**src/rtl/fir_csd_pkg.sv**
```systemverilog
package fir_csd_pkg;

   typedef enum logic [1:0] {LF_NONE, LF_SHIFT, LF_SUM, LF_DIFF} leaf_kind_e;

   typedef struct packed {
      leaf_kind_e kind;
      logic [7:0] sh;
      logic [7:0] gap;
   } leaf_t;

   // Signed digit of value v at position pos (digits -1, 0, +1).
   function automatic int csd_digit(int v, int w, int pos);
      int r;
      int d;
      r = v;
      for (int i = 0; i <= w; i++) begin
         if ((r & 1) != 0) begin
            d = ((r & 3) == 1) ? 1 : -1;
            r = r - d;
         end else begin
            d = 0;
         end
         if (i == pos) return d;
         r = r >>> 1;
      end
      return 0;
   endfunction

   function automatic int csd_value(int v, int w);
      int acc;
      acc = 0;
      for (int p = 0; p <= w; p++) acc = acc + csd_digit(v, w, p) * (1 << p);
      return acc;
   endfunction

   function automatic bit csd_adjacent_ok(int v, int w);
      for (int p = 0; p < w; p++)
         if (csd_digit(v, w, p) != 0 && csd_digit(v, w, p + 1) != 0) return 1'b0;
      return 1'b1;
   endfunction

   // idx-th leaf of the given side (0 adds, 1 subtracts) for value v.
   function automatic leaf_t leaf_of(int v, int w, int side, int idx);
      int    cnt;
      int    a;
      int    sa;
      int    found;
      int    d;
      leaf_t lf;
      cnt   = 0;
      a     = 0;
      sa    = 0;
      found = 0;
      lf    = '{kind: LF_NONE, sh: 8'd0, gap: 8'd0};
      for (int p = 0; p <= w; p++) begin
         d = csd_digit(v, w, p);
         if (d != 0) begin
            if ((cnt % 2) == 0) begin
               a  = p;
               sa = d;
            end else if (((sa < 0) ? 1 : 0) == side) begin
               if (found == idx) begin
                  lf.kind = (sa * d > 0) ? LF_SUM : LF_DIFF;
                  lf.sh   = 8'(a);
                  lf.gap  = 8'(p - a);
                  return lf;
               end
               found++;
            end
            cnt++;
         end
      end
      if ((cnt % 2) == 1 && ((sa < 0) ? 1 : 0) == side && found == idx) begin
         lf.kind = LF_SHIFT;
         lf.sh   = 8'(a);
      end
      return lf;
   endfunction

   function automatic int side_count(int v, int w, int side);
      int n;
      n = 0;
      for (int i = 0; i <= w; i++)
         if (leaf_of(v, w, side, i).kind != LF_NONE) n++;
      return n;
   endfunction

endpackage

```
**src/rtl/fir_add_tree.sv**
```systemverilog
module fir_add_tree #(
   parameter int W   = 16,
   parameter int NUM = 4
) (
   input  logic [NUM-1:0][W-1:0] leaves_i,
   output logic [W-1:0]          sum_o
);
   localparam int LV = $clog2(NUM);

   if ((1 << LV) != NUM) begin : g_bad_num
      $error("fir_add_tree: NUM must be a power of two");
   end

   for (genvar lv = 0; lv <= LV; lv++) begin : g_lv
      localparam int CNT = NUM >> lv;
      logic [CNT-1:0][W-1:0] v;
      if (lv == 0) begin : g_in
         assign v = leaves_i;
      end else begin : g_add
         for (genvar j = 0; j < CNT; j++) begin : g_node
            assign v[j] = g_lv[lv-1].v[2*j] + g_lv[lv-1].v[2*j+1];
         end
      end
   end

   assign sum_o = g_lv[LV].v[0];
endmodule

```
**src/rtl/fir_csd_net.sv**
```systemverilog
module fir_csd_net
   import fir_csd_pkg::*;
#(
   parameter int IN_W       = 12,
   parameter int COEF_W     = 10,
   parameter int TAPS       = 8,
   parameter int OUT_W      = 25,
   parameter int MAX_LEAVES = 4,
   parameter int MAX_DEPTH  = 4,
   parameter logic [TAPS*COEF_W-1:0] COEF_VEC = '0
) (
   input  logic [IN_W-1:0]             x_i,
   output logic [TAPS-1:0][OUT_W-1:0]  prod_o
);
   localparam int TREE_LV   = $clog2(MAX_LEAVES);
   localparam int NET_DEPTH = TREE_LV + 2;   // pair term, side tree, final subtract

   function automatic int coef_at(int k);
      return int'($signed(COEF_VEC[k*COEF_W +: COEF_W]));
   endfunction

   function automatic bit gap_used(int g, leaf_kind_e kd);
      leaf_t lf;
      for (int k = 0; k < TAPS; k++)
         for (int s = 0; s < 2; s++)
            for (int i = 0; i < MAX_LEAVES; i++) begin
               lf = leaf_of(coef_at(k), COEF_W, s, i);
               if (lf.kind == kd && int'(lf.gap) == g) return 1'b1;
            end
      return 1'b0;
   endfunction

   // depth bound fixed at elaboration
   if (NET_DEPTH > MAX_DEPTH) begin : g_bad_depth
      $error("fir_csd_net: adder depth exceeds limit");
   end

   logic [OUT_W-1:0] xe;
   assign xe = {{(OUT_W-IN_W){x_i[IN_W-1]}}, x_i};

   // Shared pair terms, one per spacing and sign, only where used.
   logic [OUT_W-1:0] fund_sum [2:COEF_W];
   logic [OUT_W-1:0] fund_dif [2:COEF_W];

   for (genvar g = 2; g <= COEF_W; g++) begin : g_fund
      if (gap_used(g, LF_SUM)) begin : g_s
         assign fund_sum[g] = xe + (xe << g);
      end else begin : g_s0
         assign fund_sum[g] = '0;
      end
      if (gap_used(g, LF_DIFF)) begin : g_d
         assign fund_dif[g] = xe - (xe << g);
      end else begin : g_d0
         assign fund_dif[g] = '0;
      end
   end

   for (genvar k = 0; k < TAPS; k++) begin : g_tap
      localparam int CV = coef_at(k);

      // recoding rules checked on the constant digit tables
      if (!csd_adjacent_ok(CV, COEF_W)) begin : g_bad_adj
         $error("fir_csd_net: adjacent nonzero signed digits");
      end
      if (csd_value(CV, COEF_W) != CV) begin : g_bad_val
         $error("fir_csd_net: signed-digit recoding mismatch");
      end
      if (side_count(CV, COEF_W, 0) > MAX_LEAVES ||
          side_count(CV, COEF_W, 1) > MAX_LEAVES) begin : g_bad_cnt
         $error("fir_csd_net: too many terms for depth bound");
      end

      logic [1:0][MAX_LEAVES-1:0][OUT_W-1:0] leaves;
      logic [1:0][OUT_W-1:0]                 side_sum;

      for (genvar s = 0; s < 2; s++) begin : g_side
         for (genvar i = 0; i < MAX_LEAVES; i++) begin : g_leaf
            localparam leaf_t LF = leaf_of(CV, COEF_W, s, i);
            localparam int    SH = int'(LF.sh);
            localparam int    G  = int'(LF.gap);
            if (LF.kind == LF_SHIFT) begin : g_sh
               assign leaves[s][i] = xe << SH;
            end else if (LF.kind == LF_SUM) begin : g_su
               assign leaves[s][i] = fund_sum[G] << SH;
            end else if (LF.kind == LF_DIFF) begin : g_di
               assign leaves[s][i] = fund_dif[G] << SH;
            end else begin : g_no
               assign leaves[s][i] = '0;
            end
         end

         fir_add_tree #(.W(OUT_W), .NUM(MAX_LEAVES)) tree_i (
            .leaves_i (leaves[s]),
            .sum_o    (side_sum[s])
         );
      end

      assign prod_o[k] = side_sum[0] - side_sum[1];
   end
endmodule

```
**src/rtl/fir_tap_reg.sv**
```systemverilog
module fir_tap_reg #(
   parameter int W = 25
) (
   input  logic         clk,
   input  logic         rst,
   input  logic         en_i,
   input  logic [W-1:0] prod_i,
   input  logic [W-1:0] carry_i,
   output logic [W-1:0] acc_o
);
   logic [W-1:0] sum;
   assign sum = prod_i + carry_i;

   always_ff @(posedge clk) begin
      if (rst)       acc_o <= '0;
      else if (en_i) acc_o <= sum;
   end

   // the guard bits keep every tap sum inside the signed range
   p_no_overflow_r3: assert property (@(posedge clk) disable iff (rst)
      en_i |-> !((prod_i[W-1] == carry_i[W-1]) && (sum[W-1] != prod_i[W-1])));
endmodule

```
**src/rtl/fir_csd_transposed.sv**
```systemverilog
module fir_csd_transposed
   import fir_csd_pkg::*;
#(
   parameter int IN_W       = 12,
   parameter int COEF_W     = 10,
   parameter int TAPS       = 8,
   parameter int PIPE       = 0,
   parameter int MAX_LEAVES = 4,
   parameter int MAX_DEPTH  = 4,
   parameter logic [TAPS*COEF_W-1:0] COEF_VEC =
      {-10'sd1, 10'sd17, -10'sd45, 10'sd187, 10'sd255, 10'sd91, -10'sd23, 10'sd5},
   localparam int OUT_W = IN_W + COEF_W + $clog2(TAPS)
) (
   input  logic             clk,
   input  logic             rst,
   input  logic             in_valid,
   input  logic [IN_W-1:0]  in_data,
   output logic             out_valid,
   output logic [OUT_W-1:0] out_data
);
   if (TAPS < 2)                  begin : g_bad_taps $error("TAPS must be at least 2"); end
   if (PIPE != 0 && PIPE != 1)    begin : g_bad_pipe $error("PIPE must be 0 or 1"); end
   if (IN_W < 2 || COEF_W < 3)    begin : g_bad_w    $error("widths too small"); end

   logic [TAPS-1:0][OUT_W-1:0] prod_c;
   logic [TAPS-1:0][OUT_W-1:0] prod_t;
   logic [TAPS-1:0][OUT_W-1:0] acc;
   logic                       adv;

   fir_csd_net #(
      .IN_W(IN_W), .COEF_W(COEF_W), .TAPS(TAPS), .OUT_W(OUT_W),
      .MAX_LEAVES(MAX_LEAVES), .MAX_DEPTH(MAX_DEPTH), .COEF_VEC(COEF_VEC)
   ) net_i (
      .x_i    (in_data),
      .prod_o (prod_c)
   );

   if (PIPE == 1) begin : g_pipe
      logic [TAPS-1:0][OUT_W-1:0] prod_q;
      logic                       v_q;
      always_ff @(posedge clk) begin
         if (rst) begin
            prod_q <= '0;
            v_q    <= 1'b0;
         end else begin
            v_q <= in_valid;
            if (in_valid) prod_q <= prod_c;
         end
      end
      assign prod_t = prod_q;
      assign adv    = v_q;

      // two edges from sample to result
      p_latency_r9: assert property (@(posedge clk) disable iff (rst)
         in_valid |=> ##1 out_valid);
   end else begin : g_comb
      assign prod_t = prod_c;
      assign adv    = in_valid;

      // one edge from sample to result
      p_latency_r1: assert property (@(posedge clk) disable iff (rst)
         in_valid |=> out_valid);
   end

   for (genvar k = 0; k < TAPS; k++) begin : g_chain
      localparam int CV = int'($signed(COEF_VEC[k*COEF_W +: COEF_W]));
      logic [OUT_W-1:0] carry;
      if (k == TAPS - 1) begin : g_last
         assign carry = '0;
      end else begin : g_mid
         assign carry = acc[k+1];
      end

      fir_tap_reg #(.W(OUT_W)) tap_i (
         .clk     (clk),
         .rst     (rst),
         .en_i    (adv),
         .prod_i  (prod_t[k]),
         .carry_i (carry),
         .acc_o   (acc[k])
      );

      // shift-and-add network matches the exact product
      p_product_exact_r4: assert property (@(posedge clk) disable iff (rst)
         prod_c[k] == OUT_W'($signed(OUT_W'($signed(in_data))) * $signed(OUT_W'(CV))));
   end

   always_ff @(posedge clk) begin
      if (rst) out_valid <= 1'b0;
      else     out_valid <= adv;
   end

   assign out_data = acc[0];

   // no advance means a held output and no strobe
   p_idle_hold_r7: assert property (@(posedge clk) disable iff (rst)
      !adv |=> ($stable(out_data) && !out_valid));

   // reset clears output state on the next edge
   p_reset_clear_r8: assert property (@(posedge clk)
      rst |=> (out_data == '0 && !out_valid));
endmodule

```
**config.mk**
```make
export PLATFORM = sky130hd
export DESIGN_NAME = fir_csd_transposed
export DESIGN_NICKNAME = d
export VERILOG_FILES = /design/src/rtl/fir_csd_pkg.sv /design/src/rtl/fir_add_tree.sv /design/src/rtl/fir_csd_net.sv /design/src/rtl/fir_tap_reg.sv /design/src/rtl/fir_csd_transposed.sv
export SDC_FILE = /design/constraint.sdc
export NUM_CORES = 1
export LEC_CHECK = 0
export ABC_AREA = 1
export CAP_MARGIN = 15
export CORE_MARGIN = 4
export CORE_UTILIZATION = 45
export CTS_BUF_LIST = sky130_fd_sc_hd__clkbuf_16
export DETAILED_ROUTE_END_ITERATION = 8
export PLACE_DENSITY = 0.66
export SKIP_CTS_REPAIR_TIMING = 1
export SYNTH_ARGS = -nofsm -noshare
export SYNTH_HDL_FRONTEND = slang
export SYNTH_SLANG_ARGS = --single-unit
```
**constraint.sdc**
```tcl
create_clock -name clk -period 9.3 [get_ports clk]
set_input_delay 1.395 -clock clk [delete_from_list [all_inputs] [get_ports clk]]
set_output_delay 1.395 -clock clk [all_outputs]
set_load 0.02 [all_outputs]
```
== Word-level counts from Yosys, hierarchy flattened ==
Index checks and enable logic that the tools add are counted.
Operators by class
  add/sub/neg operators: 20
Operators with widths (count)
  25-bit adder: 9
  1-bit by 25-bit subtractor with 25-bit output (first input constant): 3
  25-bit subtractor: 1
  12-bit by 20-bit subtractor with 21-bit output: 1
  16-bit by 17-bit subtractor with 18-bit output: 1
  12-bit by 16-bit adder with 17-bit output: 1
  12-bit by 15-bit adder with 16-bit output: 1
  12-bit by 14-bit adder with 15-bit output: 1
  12-bit by 14-bit subtractor with 15-bit output: 1
  1-bit by 12-bit subtractor with 13-bit output (first input constant): 1
Storage, ports and cells
  register bits: 201
  logic and storage cells: 29
  output and inout port bits: 26

== Longest topological paths before layout ==
  depth after elaboration: 4
  gate-level depth with buffers: 30
  gate-level depth less buffers: 29

== Cells and area by module ==
Synthesis repeated with hierarchy kept, for this count alone.
Second synthesis, totals
  cell total of the unflattened synthesis: 16594
  area, all modules: 91881.9 sq um
By module, submodules not included
  fir_csd_net: sequential area each 0.0 sq um, area each 17797.1 sq um, cells each 3686, times used 1
  fir_add_tree at net_i.g_tap[3].g_side[1].tree_i ...: sequential area each 0.0 sq um, area each 3285.7 sq um, cells each 549, times used 3
  fir_add_tree at net_i.g_tap[6].g_side[1].tree_i ...: sequential area each 0.0 sq um, area each 3249.4 sq um, cells each 550, times used 3
  fir_add_tree at net_i.g_tap[0].g_side[0].tree_i ...: sequential area each 0.0 sq um, area each 3239.4 sq um, cells each 543, times used 3
  fir_add_tree at net_i.g_tap[5].g_side[0].tree_i ...: sequential area each 0.0 sq um, area each 3225.6 sq um, cells each 554, times used 3
  fir_tap_reg at g_chain[0].tap_i ...: sequential area each 500.5 sq um, area each 2757.6 sq um, cells each 515, times used 3
  fir_tap_reg at g_chain[4].tap_i ...: sequential area each 500.5 sq um, area each 2730.1 sq um, cells each 512, times used 3
  fir_add_tree at net_i.g_tap[2].g_side[0].tree_i ...: sequential area each 0.0 sq um, area each 3279.4 sq um, cells each 553, times used 2
  fir_tap_reg at g_chain[3].tap_i ...: sequential area each 500.5 sq um, area each 2783.9 sq um, cells each 512, times used 2
  fir_add_tree at net_i.g_tap[1].g_side[1].tree_i: sequential area each 0.0 sq um, area each 3235.6 sq um, cells each 549, times used 1
  fir_add_tree at net_i.g_tap[3].g_side[0].tree_i: sequential area each 0.0 sq um, area each 3225.6 sq um, cells each 556, times used 1
  fir_csd_transposed: sequential area each 20.0 sq um, area each 33.8 sq um, cells each 4, times used 1

== Worst setup path after synthesis ==
OpenSTA, ideal clock, no wires.
  kind: input to register
  start point: in in_data[1]
  end point: reg g_chain[5].tap_i.acc_o[16]
  path slack: 4531 ps
  stages on the path: 20
  data arrival time: 4660 ps
  library setup time: 109 ps
  buffers on the path: 0
  cells stage by stage: inv_1 ha_1 nand3_1 nand3_2 a31oi_4 nor2_1 nor2_1 xor2_1 fa_1 ha_1 nand2_1 nor2_1 inv_1 nor2_1 nand2_1 nand3_1 xnor2_1 nand2_1 nand2_1 inv_1
Between the ends
  cells in the longest elaborated chain, start to end: 3
RTL lines
  from (decl): line fir_csd_transposed.sv:17  | input logic [IN_W-1:0] in_data,
  12-bit by 14-bit subtractor with 15-bit output: line fir_csd_net.sv:52  | assign fund_dif[g] = xe - (xe << g);
  25-bit subtractor: line fir_csd_net.sv:98  | assign prod_o[k] = side_sum[0] - side_sum[1];
  25-bit adder: line fir_tap_reg.sv:12  | assign sum = prod_i + carry_i;
  to (signal assigned): line fir_tap_reg.sv:16  | else if (en_i) acc_o <= sum;
  to (decl): line fir_tap_reg.sv:9  | output logic [W-1:0] acc_o
No other way between the ends.
A chain may end at the register's enable or synchronous reset.

== Final worst setup path ==
  start point: in in_data[9]
  end point: reg g_chain[2].tap_i.acc_o[21]
Between the ends
  cells in the longest elaborated chain, start to end: 4
RTL lines
  12-bit by 14-bit adder with 15-bit output / 12-bit by 14-bit subtractor with 15-bit output (equally long branches): line fir_csd_net.sv:47, fir_csd_net.sv:52
  25-bit adder *: line fir_add_tree.sv:21  | assign v[j] = g_lv[lv-1].v[2*j] + g_lv[lv-1].v[2*j+1];
  1-bit by 25-bit subtractor with 25-bit output *: line fir_csd_net.sv:98
  25-bit adder *: line fir_tap_reg.sv:12
  to (signal assigned): line fir_tap_reg.sv:16
  to (decl): line fir_tap_reg.sv:9
Mark *: on every way between the ends. The rest lies on a longest branch, timed or not.

==> results.sh <==
export IMPL_pwr_share_clk_pct=12.7
export IMPL_synth_ff_type="dfxtp_1"
export IMPL_routed_via_density=5.21
export IMPL_area_delta_synth_final_pct=6.96
export IMPL_hpwl_um=53700
export IMPL_synthAdderAreaFrac_pct=20.1
export IMPL_synthMuxAreaShare_pct=0
export IMPL_critPathKind="primary input to flop"
export IMPL_cts_sink_count=189
export IMPL_clk_latency_ns=0.52
export IMPL_drv_slew=0
export IMPL_wl_per_cell_um=16.8
export IMPL_power_switching_mw=3.16
export IMPL_ys_async_sr_fraction_pct=0
export IMPL_num_rows=79
export IMPL_coreArea_mm2=0.0467
export IMPL_synthDominantCellAreaShare_pct=17.8
export IMPL_vias=21105
export IMPL_synthXorXnorAreaFrac_pct=5.75
export IMPL_final_area_mm2=0.0227
export IMPL_finalSetupViolations=0
export IMPL_synth_top_family_by_area="simple AND/OR/NAND/NOR gates"
export IMPL_tns_ns=0
export IMPL_grt_total_usage_pct=27.2
export IMPL_cts_made_buffers=17
export IMPL_rsz0062_at_grt="no"
export IMPL_ir_worst_vdd_uv=111
export IMPL_p_int_mw=2.73
export IMPL_seq_area_frac_synth_pct=17.8
export IMPL_antenna_found_initial=2
export IMPL_yosysTopAreaCell="dfxtp_1"
export IMPL_fin_crit_sh_pct=68.5
export IMPL_combPwrFrac_pct=68.8
export IMPL_num_antenna_cells=0
export IMPL_yosysMostFrequentCell="nand2_1"
export IMPL_min_period_ns=6.37
export IMPL_grt_pass1_wl_um=109000
export IMPL_drtAntennaViolNets=0
export IMPL_hold_class="flop to flop"
export IMPL_htreeDepth=4
export IMPL_placedInstanceArea_mm2=0.0222
export IMPL_yosys_area_share_simple_pct=30.0
export IMPL_final_hold_violation_count=0
export IMPL_fin_worst_skew_ns=0.0180
export IMPL_tritoncts="built"
export IMPL_netlist_area_mm2=0.0213
export IMPL_drt_iter0_markers=1356
export IMPL_crit_arrival_ns=6.77
export IMPL_syn_num_nets=3747
export IMPL_synth_enable_flop_cells=0
export IMPL_seqPwrFrac_pct=18.5
export IMPL_fillers=5080
export IMPL_start_kind="primary input"
export IMPL_finalWirelength_um=68100
export IMPL_p_leak_nw=12.5
export IMPL_start_util_pct=45.6
export IMPL_power_density_mw_per_mm2=259
export IMPL_relSlewSlack_pct=24.1
export IMPL_synthTopCellsByArea="dfxtp_1 (18%), ha_1 (14%), nand2_1 (14%), inv_1 (11%), nor2_1 (7.7%)"
export IMPL_ys_ff_latch=189
export IMPL_path_clk_slew_ns=0.08
export IMPL_status="complete, no violations"
export IMPL_nNetsFinal=3750
export IMPL_required_ns=9.70
export IMPL_utilization_pct=48.7
export IMPL_drive_gt1_share_pct=2.44
export IMPL_ioPinCount=41
export IMPL_worstPathMaxFanout=12
export IMPL_synthTopCellsByCount="nand2_1 (787), inv_1 (617), nor2_1 (438), a21oi_1 (268), ha_1 (244)"
export IMPL_synth_warnings=0
export IMPL_clockBufferDepth=2
export IMPL_postSynthCellCount=3427
export IMPL_place_congestion=0.957
export IMPL_die_w_um=225
export IMPL_route_detailed_drc=0
export IMPL_syn_area_per_cell_um2=6.20
export IMPL_switching_share_pct=53.6
export IMPL_numPortBuffers=40
export IMPL_synth_cell_type_count=46
export IMPL_crit_path_end_kind="flop"
export IMPL_die_area_mm2=0.0508
export IMPL_synth_compound_area_share_pct=13.8
export IMPL_grt_max_degree=93
export IMPL_die_y_um=225
export IMPL_clock_fmax_ghz=0.157
export IMPL_dr_pass1_iters=7
export IMPL_maxCapViolCount=0
export IMPL_root_buffer="clkbuf_16"
export IMPL_worstMarginPinSlew_ns=1.13
export IMPL_grt_pass1_vias=20619
export IMPL_grt_ovfl_total=0
metrics by stage:
| step | cells | hold WS [ns] | setup slack, ns | total power [mW] |
|---|---|---|---|---|
| after floorplan | 3427 | 0.437 | 4.53 | 4.04 |
| after global placement | 4018 | 0.452 | 2.42 | 5.10 |
| after detailed placement | 4018 | 0.457 | 2.45 | 5.10 |
| after CTS | 4050 | 0.470 | 3.00 | 5.88 |
| after global routing | 4050 | 0.498 | 2.51 | 6.50 |
| final | 4050 | 0.471 | 2.93 | 5.90 |
final timing paths:
kind,startpoint,slack (ns),endpoint,depth (start not counted)
hold reg to reg,g_chain[5].tap_i.acc_o[2],0.47,g_chain[5].tap_i.acc_o[2],2
setup / recovery,in_data[9],2.93,g_chain[2].tap_i.acc_o[21],20
hold / removal,g_chain[5].tap_i.acc_o[2],0.47,g_chain[5].tap_i.acc_o[2],2
setup reg to reg,g_chain[6].tap_i.acc_o[7],6.73,g_chain[5].tap_i.acc_o[12],12
power groups by stage:
stage          Clock (mW)  Combinational [mW]  Sequential (mW)
5_1_grt             0.796                4.60             1.11
3_5_place_dp            0                4.00             1.11
3_3_place_gp            0                4.00             1.10
6_report            0.748                4.06             1.09
4_1_cts             0.772                4.02             1.09
2_1_floorplan           0                2.93             1.10
cell type report:
cell class / count / area (um^2) / area share (%)
clock inverters: 15 / 131 / 0.578
well taps: 607 / 759 / 3.34
clock buffers: 17 / 425 / 1.87
multi-input cells: 2543 / 14800 / 65.1
repair buffers: 51 / 477 / 2.10
flip-flops and latches: 189 / 3780 / 16.6
inverters: 628 / 2360 / 10.4
cell usage in the layout (no fill, tap or decap), drive strengths merged, types with 2 or more instances in the layout:
master and count:
xor2 96, a21oi 270, nand2 794, or2 5
xnor2 41, nor4 3, clkdlybuf4s50 37, nor2 439
a31oi 13, nand4 50, and2 7, buf 14
fa 61, nor3 31, a21o 12, clkbuf 17
ha 244, clkinv 6, clkinvlp 2, inv 635
o21a 11, nand3 209, o21ai 223, a31o 3
a21boi 2, nand3b 9, dfxtp 189, o21bai 14
flip-flops by register name (all words and copies together) (netlist names):
name and count:
g_chain.tap_i.acc_o 188, out_valid 1
worst max-delay path: stages:
cell             delay, ns
clkdlybuf4s50_1       0.80
inv_1                 0.35
ha_1                  0.67
inv_2                 0.21
nor3_1                0.30
nand3_1               0.15
nand3_1               0.12
nand2_2               0.08
nand2_1               0.15
inv_1                 0.41
fa_1                  0.65
inv_1                 0.04
ha_1                  0.39
nand2_1               0.14
nor3_1                0.32
nand3_1               0.19
nand4_1               0.13
nand3_1               0.10
nand2_1               0.10
inv_1                 0.04
per-layer routing:
layer	share of wire [%]	global-route usage, %
met5	0.034	0
met4	6.2	16.1
met3	5.1	4.74
met2	47	47.4
met1	41	31.3
logic make-up after synthesis:
family | after synthesis
XOR/XNOR | 137
AO/OA/AOI/OAI | 552
buffers and inverters | 695
flip-flops | 189
AND/OR/NAND/NOR | 1549
adder cells (fa/ha/maj) | 305
Power figures use the tool's default switching activity.
